`config.mk`:
```
export PLATFORM = sky130hd
export DESIGN_NAME = bp_flush_unit
export DESIGN_NICKNAME = d
export VERILOG_FILES = /design/src/rtl/bp_pkg.sv /design/src/rtl/bp_hist_table.sv /design/src/rtl/bp_flush_ctl.sv /design/src/rtl/bp_squash.sv /design/src/rtl/bp_flush_unit.sv
export SDC_FILE = /design/constraint.sdc
export NUM_CORES = 1
export LEC_CHECK = 0
export CAP_MARGIN = 20
export CORE_AREA = 2 2 93 95
export CTS_BUF_LIST = sky130_fd_sc_hd__clkbuf_4 sky130_fd_sc_hd__clkbuf_8 sky130_fd_sc_hd__clkbuf_16
export CTS_CLUSTER_DIAMETER = 200
export DETAILED_ROUTE_END_ITERATION = 10
export DIE_AREA = 0 0 95 97
export PLACE_DENSITY = 0.88
export SLEW_MARGIN = 30
export SYNTH_ARGS = -nofsm -noshare
export SYNTH_HDL_FRONTEND = slang
export SYNTH_SLANG_ARGS = --single-unit
```
`constraint.sdc`:
```
create_clock -name clk_i -period 5.2 [get_ports clk_i]
set_input_delay 0.78 -clock clk_i [delete_from_list [all_inputs] [get_ports clk_i]]
set_output_delay 0.78 -clock clk_i [all_outputs]
set_load 0.03 [all_outputs]
```
`src/rtl/bp_pkg.sv`:
```
package bp_pkg;
  typedef enum logic {
    HIST_1BIT = 1'b0,
    HIST_2BIT = 1'b1
  } hist_mode_e;
endpackage

```
`src/rtl/bp_hist_table.sv`:
```
module bp_hist_table
  import bp_pkg::*;
#(
  parameter int         IDX_W     = 4,
  parameter hist_mode_e HIST_MODE = HIST_2BIT
) (
  input  logic             clk_i,
  input  logic             rst_ni,
  input  logic [IDX_W-1:0] rd_idx_i,
  output logic             rd_taken_o,
  input  logic             wr_en_i,
  input  logic [IDX_W-1:0] wr_idx_i,
  input  logic             wr_taken_i
);
  localparam int N     = 1 << IDX_W;
  localparam int CNT_W = (HIST_MODE == HIST_2BIT) ? 2 : 1;
  localparam logic [CNT_W-1:0] RST_VAL = (HIST_MODE == HIST_2BIT) ? CNT_W'(1) : '0;

  logic [N-1:0][CNT_W-1:0] ent_q;
  logic [CNT_W-1:0]        cur, nxt;

  assign cur        = ent_q[wr_idx_i];
  assign rd_taken_o = ent_q[rd_idx_i][CNT_W-1];

  generate
    if (HIST_MODE == HIST_2BIT) begin : g_sat
      always_comb begin
        if (wr_taken_i) nxt = (cur == '1) ? cur : cur + CNT_W'(1);
        else            nxt = (cur == '0) ? cur : cur - CNT_W'(1);
      end
    end else begin : g_last
      always_comb nxt = CNT_W'(wr_taken_i);
    end
  endgenerate

  always_ff @(posedge clk_i or negedge rst_ni) begin
    if (!rst_ni)      ent_q <= {N{RST_VAL}};
    else if (wr_en_i) ent_q[wr_idx_i] <= nxt;
  end
endmodule

```
`src/rtl/bp_flush_ctl.sv`:
```
module bp_flush_ctl #(
  parameter int PC_W       = 32,
  parameter bit RESOLVE_EX = 1'b1
) (
  input  logic            res_valid_i,
  input  logic            res_pred_i,
  input  logic            res_taken_i,
  input  logic [PC_W-1:0] res_pc_i,
  input  logic            fetch_hold_i,
  output logic            flush_if_o,
  output logic            flush_id_o,
  output logic            redirect_o,
  output logic            redirect_fallthru_o,
  output logic [PC_W-1:0] redirect_pc_o,
  output logic            fetch_en_o
);
  logic mispred;

  assign mispred             = res_valid_i & (res_pred_i ^ res_taken_i);
  assign redirect_o          = mispred;
  assign redirect_fallthru_o = mispred & ~res_taken_i;
  assign redirect_pc_o       = res_pc_i + PC_W'(4);
  assign flush_if_o          = mispred;
  // flush beats hold so the restart address is taken
  assign fetch_en_o          = ~fetch_hold_i | mispred;

  generate
    if (RESOLVE_EX) begin : g_ex
      assign flush_id_o = mispred;
    end else begin : g_id
      assign flush_id_o = 1'b0;
    end
  endgenerate
endmodule

```
`src/rtl/bp_squash.sv`:
```
module bp_squash #(
  parameter int               W   = 32,
  parameter logic [W-1:0]     NOP = '0
) (
  input  logic [W-1:0] instr_i,
  input  logic         kill_i,
  output logic [W-1:0] instr_o
);
  assign instr_o = kill_i ? NOP : instr_i;
endmodule

```
`src/rtl/bp_flush_unit.sv`:
```
module bp_flush_unit
  import bp_pkg::*;
#(
  parameter int               PC_W       = 32,
  parameter int               INSTR_W    = 32,
  parameter int               IDX_W      = 4,
  parameter int               IDX_LSB    = 2,
  parameter hist_mode_e       HIST_MODE  = HIST_2BIT,
  parameter bit               RESOLVE_EX = 1'b1,
  parameter logic [INSTR_W-1:0] NOP_WORD = '0
) (
  input  logic               clk_i,
  input  logic               rst_ni,
  input  logic [PC_W-1:0]    fetch_pc_i,
  input  logic               fetch_hold_i,
  output logic               pred_taken_o,
  output logic               fetch_en_o,
  input  logic               res_valid_i,
  input  logic [PC_W-1:0]    res_pc_i,
  input  logic               res_pred_i,
  input  logic               res_taken_i,
  input  logic [INSTR_W-1:0] if_instr_i,
  input  logic [INSTR_W-1:0] id_instr_i,
  output logic [INSTR_W-1:0] if_instr_o,
  output logic [INSTR_W-1:0] id_instr_o,
  output logic               flush_if_o,
  output logic               flush_id_o,
  output logic               redirect_o,
  output logic               redirect_fallthru_o,
  output logic [PC_W-1:0]    redirect_pc_o
);
  logic unused_fetch_pc;
  assign unused_fetch_pc = ^{fetch_pc_i[PC_W-1:IDX_LSB+IDX_W], fetch_pc_i[IDX_LSB-1:0]};

  bp_hist_table #(.IDX_W(IDX_W), .HIST_MODE(HIST_MODE)) u_table (
    .clk_i      (clk_i),
    .rst_ni     (rst_ni),
    .rd_idx_i   (fetch_pc_i[IDX_LSB +: IDX_W]),
    .rd_taken_o (pred_taken_o),
    .wr_en_i    (res_valid_i),
    .wr_idx_i   (res_pc_i[IDX_LSB +: IDX_W]),
    .wr_taken_i (res_taken_i)
  );

  bp_flush_ctl #(.PC_W(PC_W), .RESOLVE_EX(RESOLVE_EX)) u_ctl (
    .res_valid_i         (res_valid_i),
    .res_pred_i          (res_pred_i),
    .res_taken_i         (res_taken_i),
    .res_pc_i            (res_pc_i),
    .fetch_hold_i        (fetch_hold_i),
    .flush_if_o          (flush_if_o),
    .flush_id_o          (flush_id_o),
    .redirect_o          (redirect_o),
    .redirect_fallthru_o (redirect_fallthru_o),
    .redirect_pc_o       (redirect_pc_o),
    .fetch_en_o          (fetch_en_o)
  );

  bp_squash #(.W(INSTR_W), .NOP(NOP_WORD)) u_sq_if (
    .instr_i (if_instr_i),
    .kill_i  (flush_if_o),
    .instr_o (if_instr_o)
  );

  bp_squash #(.W(INSTR_W), .NOP(NOP_WORD)) u_sq_id (
    .instr_i (id_instr_i),
    .kill_i  (flush_id_o),
    .instr_o (id_instr_o)
  );
endmodule

```
==> results.py <==
metrics = {
    "run_status": {
        "run_status": "finished clean",
    },
    "floorplanning": {
        "die_w_um": 95,
        "floorplan.initialDensity": 0.341,
        "overall_die_area_um2": 9220,
        "std_cell_rows": 33,
        "die_y_um": 97,
        "ioPinCount": 236,
        "coreArea_um2": 8130,
    },
    "sta": {
        "timing.fmax_mhz": 233,
        "final_critical_path_setup_slack_ns": 0.917,
        "setup_repair_after_global_routing_missed_its_margin": "no",
        "final.setup_skew_ns": 0.0102,
        "final.period_utilization": 0.824,
        "hold_viol_final": 0,
        "slew_violations": 0,
        "worst_tran_pin_value_ns": 0.530,
        "tns_ns": 0,
        "final.min_clock_period_ns": 4.28,
        "slew-limit-headroom": 0.646,
        "setup_violations": 0,
    },
    "grt": {
        "grt_usage": 0.218,
        "grt_max_degree": 68,
        "globalRouteOverflowTotal": 0,
        "wire_length_of_the_first_global_routing_pass_um": 15600,
        "grt_antenna_before_repair": 0,
        "first_global_vias": 3124,
    },
    "layout": {
        "reg.largest.list": "u_table.ent_q x32",
        "antenna_cells": 0,
        "most_frequent_cells_in_the_layout": "clkdlybuf4s50_1 (203), and2_1 (67), nand2_1 (50), nand3_1 (21), o21ai_2 (20)",
        "layout.core_utilization": 0.607,
        "fin_nets": 645,
        "syn2layout_area_growth_pct": 78.2,
        "largest_register": "u_table.ent_q",
        "finish.cell_count_without_fillers": 613,
        "largest_register_ff_count": 32,
        "mostFrequentLayoutCell": "clkdlybuf4s50_1",
        "share_of_layout_cells_above_drive_strength_1": 0.124,
    },
    "clocking": {
        "clock_sink_count": 32,
        "cts.hold.buffers_added": 0,
        "cts-buffers-inserted": 5,
        "worstSkewPairLatency_ns": 0.30,
        "cts-root-buf": "clkbuf_8",
        "cts.path.max_buffers": 2,
        "cts_tree": "built",
        "postCtsSetupBuffers": 0,
        "cts_max_level": 2,
        "clkTransAtPathRegs_ns": 0.06,
        "cts_repair_resize_count": 0,
    },
    "logic_synthesis": {
        "synth_cell_type_count": 25,
        "postSynth.asyncResetShare": 1.00,
        "synth.avg_cell_area_um2": 8.83,
        "syn_nets": 452,
        "post_synth_edffs": 0,
        "synth.yosys.warnings": 0,
        "yosys_register_bits": 32,
        "postSynthCellCount": 314,
        "synth_top_flop_cell": "dfstp_2",
        "yosysSeqAreaShare": 0.296,
        "syn-cell-area_um2": 2770,
    },
    "routing": {
        "detail_route.wirelength_um": 10100,
        "detailroute.via_count": 3056,
        "drc": 0,
        "wire_length_per_cell_um": 16.5,
        "avgViaCountPerCell": 4.99,
        "drt_iter0_markers": 132,
        "drt_pass1_iterations": 4,
        "route.antenna.remaining_nets": 0,
    },
    "worst_hold_path": {
        "hold_path.startpoint": "u_table.ent_q[22]$_DFFE_PN1P_",
        "hold_path_class": "flop to flop",
        "min_delay_endpoint": "u_table.ent_q[22]$_DFFE_PN1P_",
        "number_of_cells_on_the_worst_hold_path": 2,
    },
    "setup_path": {
        "r2r_cells": 5,
        "critPathLaunchType": "input port",
        "worstPathArrival_ns": 3.50,
        "endpoint_kind": "output port",
        "r2r-start": "u_table.ent_q[15]$_DFFE_PN0P_",
        "cp_max_fo": 13,
        "r2r_path_end": "u_table.ent_q[31]$_DFFE_PN0P_",
        "classification_of_the_worst_setup_path": "input port to output port",
        "cp_data_required_time_ns": 4.42,
        "timing.reg2reg.setup_slack_ns": 3.30,
    },
    "job": {
        "drv_cap": 0,
    },
    "power_and_ir_drop": {
        "power.leakage_nw": 1.92,
        "cellPowerDensity_nw_per_um2": 232,
        "vdd.ir_drop.worst_mv": 0.130,
        "design_power_total_mw": 1.15,
    },
    "placed_design": {
        "gp_congestion": 0.896,
        "detailed_place_hpwl_um": 8330,
        "place.detailed.instances": 605,
        "portBuffers": 203,
        "post-place-ws_ns": 0.912,
    },
}
-- per-layer routing --
layer	track usage	up-vias	routed length (um)
li1	-	1456	-
met1	0.254	1408	3890
met2	0.387	166	5180
met3	0.0397	26	785
met4	0.0858	0	293
met5	0	-	0
-- critical path, cell delays in order --
cell	delay (ns)
clkdlybuf4s50_1	0.76
and2_1	0.28
and4_1	0.35
and2_1	0.30
nand4_1	0.14
xnor2_1	0.19
clkdlybuf4s50_1	0.70
-- power by group --
part           leakage (nW)  internal, mW  switching, mW
combinational          1.48         0.276          0.294
clock                0.0510         0.106         0.0970
sequential            0.385         0.336         0.0370
-- area by class of cell --
| class | instances | area (um^2) |
|---|---|---|
| fill | 670 | 3190 |
| timing repair buffer | 207 | 2060 |
| multi-input combinational | 257 | 1820 |
| sequential | 32 | 821 |
| tap | 105 | 131 |
| clock buffer | 6 | 82.6 |
| inverter | 4 | 15.0 |
| clock inverter | 2 | 10.0 |
-- cells in the mapped netlist, types with 2 or more instances --
master / count / share of area
and4_1: 6 / 0.019
a22o_1: 2 / 0.0063
and2_1: 67 / 0.15
buf_4: 4 / 0.011
dfrtp_1: 16 / 0.14
ha_1: 4 / 0.018
xor2_1: 10 / 0.032
nand2_1: 50 / 0.068
nor2_1: 8 / 0.011
inv_1: 4 / 0.0054
mux4_2: 12 / 0.097
o21ai_2: 20 / 0.063
buf_6: 3 / 0.012
nor2b_1: 5 / 0.011
xnor2_1: 19 / 0.060
nand4_1: 10 / 0.023
and3_1: 7 / 0.016
clkbuf_1: 13 / 0.018
dfstp_2: 16 / 0.15
o21ai_1: 12 / 0.022
nand3_1: 21 / 0.038
maj3_4: 2 / 0.0099
-- worst max-delay path by stage --
stage	slack, ns	to	from	cells past startpoint
2_1_floorplan	2.08	redirect_pc_o[25]	res_pc_i[3]	7
3_3_place_gp	0.94	redirect_pc_o[25]	res_pc_i[5]	7
3_5_place_dp	0.91	redirect_pc_o[25]	res_pc_i[4]	7
4_1_cts	0.91	redirect_pc_o[25]	res_pc_i[4]	7
5_1_grt	0.72	redirect_pc_o[25]	res_pc_i[5]	7
6_report	0.92	redirect_pc_o[25]	res_pc_i[4]	7
-- per-stage QoR --
step,area (um^2),hold WS (ns)
final,4940,0.464
after detailed placement,4850,0.456
after CTS,4940,0.466
after floorplan,2770,0.441
after global routing,4940,0.482
after global placement,4850,0.449
-- cell families after synthesis --
kind of cell	count (synthesis)	share of synthesized area
buf+inv	25	0.0478
flops	32	0.296
simple gates	175	0.338
fa+ha+maj	6	0.0280
mux	13	0.107
compound gates	34	0.0912
xor+xnor	29	0.0916
(Power assumes the default switching activity.)
